`src/rtl/probe_regbank_pkg.sv`:
```
package probe_regbank_pkg;

  localparam int DEF_NUM_REGS = 32;
  localparam int DEF_ADDR_W   = 32;
  localparam int DEF_DATA_W   = 32;

  // Strobes handed from the control to the datapath each cycle
  typedef struct packed {
    logic wrChanged;  // word differs from the previous sample
    logic wrCommit;   // changed and address in range
    logic rdInRange;  // read address selects a real register
  } ctrl_strb_t;

endpackage

```
`src/rtl/probe_regbank_ctrl.sv`:
```
module probe_regbank_ctrl
  import probe_regbank_pkg::*;
#(
  parameter int NUM_REGS = DEF_NUM_REGS,
  parameter int ADDR_W   = DEF_ADDR_W,
  parameter int DATA_W   = DEF_DATA_W,
  localparam int WORD_W  = ADDR_W + DATA_W
) (
  input  logic              clk,
  input  logic              rst,
  input  logic [WORD_W-1:0] wrWord,
  input  logic [ADDR_W-1:0] rdAddr,
  output ctrl_strb_t        strb
);

  localparam logic [ADDR_W-1:0] ADDR_LIMIT = ADDR_W'(NUM_REGS);

  logic [WORD_W-1:0] prevWord;
  logic              primed;
  logic [ADDR_W-1:0] wrAddr;
  logic              wrInRange;

  assign wrAddr    = wrWord[WORD_W-1:DATA_W];
  assign wrInRange = (wrAddr < ADDR_LIMIT);

  // Reference sample: the first post-reset edge only loads prevWord
  always_ff @(posedge clk) begin
    if (rst) begin
      primed   <= 1'b0;
      prevWord <= wrWord;
    end else begin
      primed   <= 1'b1;
      prevWord <= wrWord;
    end
  end

  always_comb begin
    strb.wrChanged = primed && (wrWord != prevWord);
    strb.wrCommit  = strb.wrChanged && wrInRange;
    strb.rdInRange = (rdAddr < ADDR_LIMIT);
  end

endmodule

```
`src/rtl/probe_regbank_dp.sv`:
```
module probe_regbank_dp
  import probe_regbank_pkg::*;
#(
  parameter int NUM_REGS = DEF_NUM_REGS,
  parameter int DATA_W   = DEF_DATA_W,
  localparam int IDX_W   = (NUM_REGS > 1) ? $clog2(NUM_REGS) : 1
) (
  input  logic              clk,
  input  logic              rst,
  input  ctrl_strb_t        strb,
  input  logic [IDX_W-1:0]  wrIdx,
  input  logic [DATA_W-1:0] wrData,
  input  logic [IDX_W-1:0]  rdIdx,
  output logic [DATA_W-1:0] rdData
);

  logic [DATA_W-1:0] regFile [NUM_REGS];

  // One storage slot per register, each with its own decoded enable
  for (genvar g = 0; g < NUM_REGS; g++) begin : g_slot
    logic slotWe;
    assign slotWe = strb.wrCommit && (wrIdx == IDX_W'(g));
    always_ff @(posedge clk) begin
      if (rst)         regFile[g] <= '0;
      else if (slotWe) regFile[g] <= wrData;
    end
  end

  // Registered read; a same-edge write is seen on the following cycle
  always_ff @(posedge clk) begin
    if (rst)                 rdData <= '0;
    else if (strb.rdInRange) rdData <= regFile[rdIdx];
    else                     rdData <= '0;
  end

endmodule

```
`src/rtl/probe_regbank.sv`:
```
module probe_regbank
  import probe_regbank_pkg::*;
#(
  parameter int NUM_REGS = DEF_NUM_REGS,
  parameter int ADDR_W   = DEF_ADDR_W,
  parameter int DATA_W   = DEF_DATA_W,
  localparam int WORD_W  = ADDR_W + DATA_W,
  localparam int IDX_W   = (NUM_REGS > 1) ? $clog2(NUM_REGS) : 1
) (
  input  logic              clk,
  input  logic              rst,
  input  logic [WORD_W-1:0] wrWord,
  input  logic [ADDR_W-1:0] rdAddr,
  output logic [DATA_W-1:0] rdData
);

  ctrl_strb_t       ctrlStrb;
  logic [IDX_W-1:0] wrIdx;
  logic [IDX_W-1:0] rdIdx;

  assign wrIdx = wrWord[DATA_W +: IDX_W];
  assign rdIdx = rdAddr[IDX_W-1:0];

  probe_regbank_ctrl #(
    .NUM_REGS(NUM_REGS), .ADDR_W(ADDR_W), .DATA_W(DATA_W)
  ) u_ctrl (
    .clk(clk), .rst(rst), .wrWord(wrWord), .rdAddr(rdAddr), .strb(ctrlStrb)
  );

  probe_regbank_dp #(
    .NUM_REGS(NUM_REGS), .DATA_W(DATA_W)
  ) u_dp (
    .clk(clk), .rst(rst), .strb(ctrlStrb), .wrIdx(wrIdx),
    .wrData(wrWord[DATA_W-1:0]), .rdIdx(rdIdx), .rdData(rdData)
  );

endmodule

```
`config.mk`:
```
export PLATFORM = sky130hd
export DESIGN_NAME = probe_regbank
export DESIGN_NICKNAME = d
export VERILOG_FILES = /design/src/rtl/probe_regbank_pkg.sv /design/src/rtl/probe_regbank_ctrl.sv /design/src/rtl/probe_regbank_dp.sv /design/src/rtl/probe_regbank.sv
export SDC_FILE = /design/constraint.sdc
export NUM_CORES = 1
export LEC_CHECK = 0
export ABC_CLOCK_PERIOD_IN_PS = 6600
export BUFFER_PORTS_ARGS = -buffer_cell sky130_fd_sc_hd__buf_4
export CAP_MARGIN = 10
export CORE_UTILIZATION = 41
export CTS_BUF_LIST = sky130_fd_sc_hd__clkbuf_8
export CTS_CLUSTER_SIZE = 40
export DETAILED_ROUTE_END_ITERATION = 10
export REMOVE_ABC_BUFFERS = 1
export SETUP_SLACK_MARGIN = 0.3
export SYNTH_ARGS = -nofsm -noshare
export SYNTH_HDL_FRONTEND = slang
export SYNTH_SLANG_ARGS = --single-unit
```
`constraint.sdc`:
```
create_clock -name clk -period 6.6 [get_ports clk]
set_clock_uncertainty 0.15 [all_clocks]
set_input_delay 1.32 -clock clk [delete_from_list [all_inputs] [get_ports clk]]
set_output_delay 1.32 -clock clk [all_outputs]
set_load 0.03 [all_outputs]
```
### After elaboration in Yosys (flattened, before gate mapping)

Memory sizes are Yosys's and may differ from the RTL's. A register that Yosys moved wholly into a read port is not among the register bits.
Index checks and enable logic that the tools add are counted.
Widths: inputs -> output; s select.

* order comparisons: 2
* equal/unequal tests: 32
* reduce and logical (&&, ||, !) cells: 36
* bitwise operators: 33
* multiplexer cells: 131

Operators with widths (number)
* $mux 32: 32
* $mux 1: 99
* $eq 5x5->1 const B: 16
* $lt 32x6->1 const B: 2
* $ne 64x64->1: 1
* $eq 5x4->1 const B: 8
* $logic_and 1x1->1: 34
* $or 1x1->1: 32
* $eq 5x3->1 const B: 4
* $eq 5x2->1 const B: 2
* $eq 5x1->1 const B: 1
* $logic_not 5->1: 1
* $reduce_or 2->1: 1
* $not 1->1: 1

* memories kept: 1
* bits of input ports: 98
* bits in writable memories: 1024
* register bits after elaboration: 65

Memories
* u_dp.regFile: depth 32, width 32, rd ports 1, clocked after memory_dff 1, write ports 32, RTL line probe_regbank_dp.sv:17 `logic [DATA_W-1:0] regFile [NUM_REGS];`

### Depth between registers and ports, before layout

Gate-level depths: netlist of run 1.

* depth in word-level cells: 8
* gate-level depth with buffers: 9

### Modules after synthesis

Synthesis of run 1 repeated with hierarchy kept, for this count alone.

* cell total of the unflattened synthesis: 3187
* area total of the unflattened synthesis: 49580.1 um2

By module, submodules not included
* probe_regbank_dp: area an instance 47449.3 um2, sequential area each 31390.1 um2, times used 1, cells an instance 3014
* probe_regbank_ctrl: area an instance 2130.8 um2, sequential area each 1301.2 um2, times used 1, cells an instance 173

### Worst setup path before layout of run 1

Ideal clock, no wire load.

* path type: input to register
* start: in wrWord[45]
* end: mem u_dp.regFile[1][0] (netlist bit) (enable)
* arrival: 5859 ps
* library setup time: 511 ps
* stages on the path: 7
* required time: 5939 ps
* path slack: 81 ps
* buffers on the path: 3
* cell sequence: nor4_1 -> nand4_1 -> or2_2 -> clkbuf_1 -> buf_2 -> clkbuf_1 -> o41ai_1

RTL lines
* from (decl): RTL line probe_regbank.sv:12 `input logic [WORD_W-1:0] wrWord,`
* to (decl): RTL line probe_regbank_dp.sv:17

==> flow_metrics.env, run 1 <==
export IMPL_status="complete, but fails checks"
export IMPL_violations="design-rule violations, max-capacitance violations"
export IMPL_min_period_ns=4.695
export IMPL_cts_hold_buf=0
export IMPL_hold_depth=1
export IMPL_synth_cells=3590
export IMPL_cts_tree="yes"
export IMPL_gp_congestion=0.8204
export IMPL_hp_class="in -> reg"
export IMPL_syn2layout_area_growth_pct=11.04
export IMPL_cts_buffers=189
export IMPL_drc=10
export IMPL_grt_max_degree=247
export IMPL_cp_slowest_cell="nor4_1"
export IMPL_min_to="u_ctrl.prevWord[53]$_DFF_P_"
export IMPL_max_clock_freq_mhz=213.0
export IMPL_synth_seq_cells=1121
export IMPL_crit_type="in -> reg"
export IMPL_htreeDepth=4
export IMPL_p_per_area_nw_per_um2=263.9
export IMPL_synth_cell_types=30
export IMPL_clock_sinks=1121
export IMPL_die_w_um=356.4
export IMPL_netlist_top_cells_area="edfxtp_1 60%, nor4_1 13%, mux4_2 11%"
export IMPL_p_leak_uw=0.01855
export IMPL_drive_gt1_frac=0.2345
export IMPL_die_area_um2=127000
export IMPL_dpl_hpwl_mm=98.19
export IMPL_maxCapViolCount=1
export IMPL_num_rows=129
export IMPL_ir_drop_v=0.0002039
export IMPL_hold_viol=0
export IMPL_fin_setup_tns_ns=0
export IMPL_reg2regPathDepth=8
export IMPL_yosys_area_top_type="edfxtp_1"
export IMPL_first_pass_iters=9
export IMPL_cp_required_ns=7.05
export IMPL_vias=36290
export IMPL_r2r_slack_ns=2.16
export IMPL_dp_cells=4981
export IMPL_post_cts_buffers=0
export IMPL_num_fill_cells=10850
export IMPL_grt_first_pass_wirelength_mm=257.6
export IMPL_worstMarginPinSlew_ns=1.467
export IMPL_rsz0062_at_grt="false"
export IMPL_first_global_vias=35610
export IMPL_portBuffers=129
export IMPL_r2r_start="u_ctrl.prevWord[37]$_DFF_P_"
export IMPL_fin_crit_sh=0.7114
export IMPL_syn_area_um2=51480
export IMPL_clock_latency_ns=0.92
export IMPL_end_kind="flop"
export IMPL_clockBufferDepth=3
export IMPL_core_area_um2=124100
export IMPL_drt_wl_total_mm=181.5
export IMPL_crit_chain="buf_4, xor2_1, nor4_1, nand4_1, nor4_4, buf_4, buf_12, buf_4, nor4_1"
export IMPL_grt_overflow_total=0
export IMPL_cp_start_kind="primary input"
export IMPL_report_final_slew_viol_count=0
export IMPL_rr_endpoint="u_dp.regFile[12][10]$_SDFFCE_PN0P_"
export IMPL_initial_utilization=0.4148
export IMPL_track_usage=0.2836
export IMPL_grt_antenna_before_repair=4
export IMPL_yosysWarnings=0
export IMPL_cts_resized=0
export IMPL_critPathArrivalTime_ns=5.15
export IMPL_avgSynthCellArea_um2=14.34
export IMPL_cpPeakStageDelay_ns=1.19
export IMPL_hp_start="wrWord[53]"
export IMPL_setup_viol=0
export IMPL_die_y_um=356.4
export IMPL_viasPerCell=6.798
export IMPL_antenna_left=0
export IMPL_drt_iter0_drc=5633
export IMPL_crit_path_max_fanout=125
export IMPL_drt_wirelength_per_cell_um=34.00
export IMPL_crit_top_cell="buf_4"
export IMPL_clkTransAtPathRegs_ns=0.06
export IMPL_nets=3633
export IMPL_ios=130
export IMPL_yosysTopAreaCellShare=0.5973
export IMPL_seq_area_frac_synth=0.6350
export IMPL_final_cells=5338
export IMPL_root_buffer="clkbuf_8"
export IMPL_relSlewSlack=0.01265
## critical path, delay by kind of cell
family / cells / cell delay [ns]
simple gates: 4 / 2.24
buf+inv: 4 / 1.30
xor+xnor: 1 / 0.15
## sequential cells by signal (all words and copies together), names as in the netlist
name and cells:
u_ctrl.prevWord 64, u_ctrl.primed 1, u_dp.rdData 32, u_dp.regFile 1024
## layer usage
metal / routed length (um) / GRT usage / vias up
li1: - / - / 14860
met1: 67300 / 0.3773 / 18290
met2: 83490 / 0.4378 / 2635
met3: 22390 / 0.07345 / 509
met4: 8319 / 0.1260 / 0
met5: 0 / 0 / -
## cell families (layout without fill, tap and decap cells)
| kind of cell | count (synthesis) | in the layout | share of synthesized area |
|---|---|---|---|
| multiplexers | 340 | 340 | 0.1296 |
| buffers and inverters | 506 | 613 | 0.04902 |
| other | 0 | 4 | 0 |
| AO/OA/AOI/OAI | 134 | 134 | 0.01696 |
| AND/OR/NAND/NOR | 1425 | 1425 | 0.1586 |
| flip-flops | 1121 | 1121 | 0.6350 |
| XOR/XNOR | 64 | 64 | 0.01089 |
## layout make-up
class                           count  area [um2]  area share
Antenna cell                        4       10.01   0.0001751
Clock inverter                    150       740.7     0.01296
Clock buffer                      203        2794     0.04887
Multi-Input combinational cell   1963       16730      0.2927
Timing Repair Buffer              259        2151     0.03762
Sequential cell                  1121       32690      0.5718
Inverter                            1       3.754  0.00006566
Tap cell                         1637        2048     0.03583
## cells in the final DEF (no fill, tap or decap), types with 4 or more instances in the layout
cell         n
mux4_2     256
nand2_2      4
clkbuf_8   203
buf_12      15
nor3_1      26
clkinv_2    19
mux2i_1     32
nand2_1    240
diode_2      4
nor2b_1     14
xor2_1      64
clkinv_1    35
o21ai_0     32
nor4_1    1058
inv_6        6
edfxtp_1  1024
mux2_2      52
nand4_1     22
a211oi_1    12
o22ai_1     26
a22oi_1     32
buf_4      241
nor2b_4      4
o21ai_4     16
nor2_1      34
dfxtp_1     97
nand2_4     11
o41ai_2     16
inv_1       79
## worst max-delay path by stage
stage / startpoint / endpoint / slack, ns / cells after the start
global route: wrWord[20] / u_dp.regFile[29][10]$_SDFFCE_PN0P_ / 1.86 / 9
detailed placement: wrWord[1] / u_dp.regFile[12][10]$_SDFFCE_PN0P_ / 1.25 / 9
CTS: wrWord[1] / u_dp.regFile[0][8]$_SDFFCE_PN0P_ / 2.21 / 9
finish: wrWord[1] / u_dp.regFile[12][10]$_SDFFCE_PN0P_ / 1.91 / 9
floorplan: wrWord[57] / u_dp.regFile[0][0]$_SDFFCE_PN0P_ / -63.24 / 5
global placement: wrWord[1] / u_dp.regFile[31][10]$_SDFFCE_PN0P_ / 1.24 / 9
## where the power goes
| group | internal [uW] | switching (uW) |
|---|---|---|
| logic | 354 | 856 |
| clock network | 2930 | 2990 |
| registers | 7900 | 52.9 |
| total | 11200 | 3900 |
## synthesized netlist by cell type (all sizes together)
master     n
a211oi    12
a22oi     32
and2       3
buf      225
clkbuf   280
dfxtp     97
edfxtp  1024
inv        1
mux2      52
mux2i     32
mux4     256
nand2    255
nand2b     1
nand3      1
nand4     22
nand4b     1
nor2      36
nor2b     18
nor3      26
nor4    1060
nor4b      1
o21ai     48
o22ai     26
o41ai     16
or2        1
xor2      64
## per-stage QoR
step,setup slack (ns),hold slack [ns],total power [uW],cell area [um2],utilization
2_1_floorplan,-63.24,0.6027,8674,48960,-
3_3_place_gp,1.236,0.7246,9270,53630,0.4320
3_5_place_dp,1.247,0.7289,9284,53630,0.4320
4_1_cts,2.206,0.3110,15110,57160,0.4605
5_1_grt,1.859,0.3477,15470,57170,0.4606
6_report,1.905,0.3800,15090,57170,0.4606
Power figures use the tool's default switching activity.
==> run 2, diff against run 1 <==
--- a/config.mk
+++ b/config.mk
@@ -5,7 +5,8 @@
 export SDC_FILE = /design/constraint.sdc
 export NUM_CORES = 1
 export LEC_CHECK = 0
-export ABC_CLOCK_PERIOD_IN_PS = 6600
+export ABC_AREA = 1
+export ABC_CLOCK_PERIOD_IN_PS = 4300
 export BUFFER_PORTS_ARGS = -buffer_cell sky130_fd_sc_hd__buf_4
 export CAP_MARGIN = 10
 export CORE_UTILIZATION = 41
==> constraint.sdc (replaced) <==
create_clock -name clk -period 4.3 [get_ports clk]
set_clock_uncertainty 0.15 [all_clocks]
set_input_delay 0.86 -clock clk [delete_from_list [all_inputs] [get_ports clk]]
set_output_delay 0.86 -clock clk [all_outputs]
set_load 0.03 [all_outputs]
==> flow_metrics.env, run 2 <==
export IMPL_status="complete, no violations"
export IMPL_yosysTopAreaCellShare=0.6219
export IMPL_hp_start="wrWord[36]"
export IMPL_cts_tree="yes"
export IMPL_clock_sinks=1121
export IMPL_synth_edff_count=1024
export IMPL_clockBufferDepth=3
export IMPL_cp_slowest_cell="dlygate4sd3_1"
export IMPL_die_area_um2=122000
export IMPL_cpPeakStageDelay_ns=0.71
export IMPL_portBuffers=129
export IMPL_grt_first_pass_wirelength_mm=226.0
export IMPL_netlist_top_cells_area="edfxtp_1 62%, nor2_1 14%, o21ai_0 5.4%"
export IMPL_crit_cells=13
export IMPL_mostFrequentLayoutCells="1,812 x nor2_1, 1,024 x edfxtp_1, 530 x o21ai_0, 253 x nand2_1, 238 x buf_4"
export IMPL_cp_num_buf_inv=3
export IMPL_crit_family="simple AND/OR/NAND/NOR gates"
export IMPL_p_leak_uw=0.02229
export IMPL_yosysWarnings=0
export IMPL_syn_area_um2=49440
export IMPL_synth_cell_types=31
export IMPL_avgSynthCellArea_um2=10.22
export IMPL_drt_wirelength_per_cell_um=22.83
export IMPL_maxCapViolCount=0
export IMPL_htreeDepth=4
export IMPL_startpoint="wrWord[33]"
export IMPL_largest_register_ffs=1024
export IMPL_clock_latency_ns=0.89
export IMPL_core_area_um2=119800
export IMPL_grt_max_degree=112
export IMPL_drc=0
export IMPL_reg2regPathDepth=11
export IMPL_clkTransAtPathRegs_ns=0.06
export IMPL_ir_drop_v=0.0002328
export IMPL_rsz0062_at_grt="false"
export IMPL_post_route_util=0.4694
export IMPL_die_y_um=349.3
export IMPL_p_per_area_nw_per_um2=408.0
export IMPL_viasPerCell=5.536
export IMPL_reg_top3="u_dp.regFile x1024, u_ctrl.prevWord x64, u_dp.rdData x32"
export IMPL_crit_path_max_fanout=32
export IMPL_synthArstFlopShare=0
export IMPL_num_rows=127
export IMPL_relSlewSlack=0.3272
export IMPL_fin_crit_sh=0.8151
export IMPL_drive_gt1_frac=0.1136
export IMPL_report_final_slew_viol_count=0
export IMPL_cts_resized=0
export IMPL_synth_cells=4836
export IMPL_yosysMostFrequentCell="nor2_1"
export IMPL_r2r_start="u_ctrl.prevWord[10]$_DFF_P_"
export IMPL_hp_class="in -> reg"
export IMPL_yosys_area_top_type="edfxtp_1"
export IMPL_crit_top_cell="nand2_1"
export IMPL_worstMarginPinSlew_ns=1.006
export IMPL_synth_flop_cell="edfxtp_1"
export IMPL_num_fill_cells=11040
export IMPL_first_global_vias=35430
export IMPL_synth_common_cells="1,813 x nor2_1, 1,024 x edfxtp_1, 532 x o21ai_0"
export IMPL_cts_buffers=186
export IMPL_fin_setup_tns_ns=0
export IMPL_nets=5025
export IMPL_min_period_ns=3.505
export IMPL_regMostFlops="u_dp.regFile"
export IMPL_gp_congestion=0.8710
export IMPL_critPathArrivalTime_ns=3.73
export IMPL_vias=37040
export IMPL_die_w_um=349.3
export IMPL_syn2layout_area_growth_pct=13.74
export IMPL_seq_area_frac_synth=0.6612
export IMPL_grt_antenna_before_repair=6
export IMPL_drt_wl_total_mm=152.8
export IMPL_max_clock_freq_mhz=285.3
export IMPL_synth_seq_cells=1121
export IMPL_drt_iter0_drc=4104
export IMPL_root_buffer="clkbuf_8"
export IMPL_antenna_left=0
export IMPL_track_usage=0.2481
export IMPL_cp_start_kind="primary input"
export IMPL_dpl_hpwl_mm=87.93
export IMPL_hold_viol=0
export IMPL_end_kind="flop"
export IMPL_ios=130
export IMPL_crit_type="in -> reg"
export IMPL_crit_chain="dlygate4sd3_1, buf_4, inv_1, nand2_1, nand2_1, nor2_1, nand2_1, nor2_1, nand2_1, nor2_1, nand2_4, nand3_1, nand2_2"
export IMPL_cp_required_ns=4.53
export IMPL_first_pass_iters=6
export IMPL_layout_commonest_cell="nor2_1"
export IMPL_hold_depth=1
export IMPL_initial_utilization=0.4127
export IMPL_setup_viol=0
export IMPL_grt_overflow_total=0
[run 2: worst register-to-register path, delay by kind of cell, from the launching register on]
| kind | cells | cell delay [ns] |
|---|---|---|
| buf+inv | 1 | 0.04 |
| flops | 1 | 0.33 |
| simple gates | 10 | 2.07 |
[run 2: layout make-up]
type	instances	area, um2	area share
Timing Repair Buffer	336	3099	0.05511
Sequential cell	1121	32690	0.5813
Tap cell	1612	2017	0.03586
Inverter	138	535.5	0.009522
Clock buffer	204	2808	0.04993
Multi-Input combinational cell	3144	14430	0.2565
Antenna cell	1	2.502	0.00004450
Clock inverter	135	658.1	0.01170
[run 2: cells by family (layout without fill, tap and decap cells)]
| logic type | count (synthesis) | in the layout | share of synthesized area |
|---|---|---|---|
| simple gates | 2287 | 2287 | 0.1880 |
| flops | 1121 | 1121 | 0.6612 |
| compound gates | 847 | 847 | 0.09985 |
| buf+inv | 571 | 813 | 0.04924 |
| xor+xnor | 10 | 10 | 0.001771 |
| other cells | 0 | 1 | 0 |
[run 2: routing by layer]
layer | vias up | wire [um] | track usage
met2 | 1796 | 71280 | 0.3956
li1 | 16780 | - | -
met1 | 18190 | 62140 | 0.3308
met4 | 2 | 6191 | 0.1120
met5 | - | 13 | 0
met3 | 279 | 13140 | 0.04338
[run 2: repair_timing]
| action | CTS | global route |
|---|---|---|
| hold endpoints to repair | 63 | 0 |
| setup buffers | 0 | 0 |
| hold buffers | 63 | 0 |
[run 2: path summary, 6_finish.rpt]
kind / endpoint / slack [ns]
max: u_dp.regFile[29][4]$_SDFFCE_PN0P_ / 0.79
min: u_ctrl.prevWord[36]$_DFF_P_ / 0.1
max reg2reg: u_dp.regFile[29][4]$_SDFFCE_PN0P_ / 1.15
min reg2reg: u_dp.rdData[23]$_SDFF_PP0_ / 0.66
[run 2: through the flow]
step | worst slack [ns] | hold slack, ns | instances | instance area, um2 | power (uW)
finish | 0.7949 | 0.09577 | 6691 | 56240 | 22940
global route | 0.6443 | 0.05738 | 6691 | 56240 | 23670
CTS | 0.8564 | 0.02644 | 6690 | 56240 | 23040
detailed placement | 0.5037 | 0.6558 | 6288 | 52140 | 14220
global placement | 0.5128 | 0.6409 | 6288 | 52140 | 14200
floorplan | -4.600 | 0.5261 | 4403 | 47530 | 13360
[run 2: power breakdown]
part	total [uW]	switching [uW]	internal (uW)	leakage, uW
sequential	12200	75.5	12100	0.0118
combinational	1850	1340	514	0.00847
clock	8880	4440	4440	0.00202
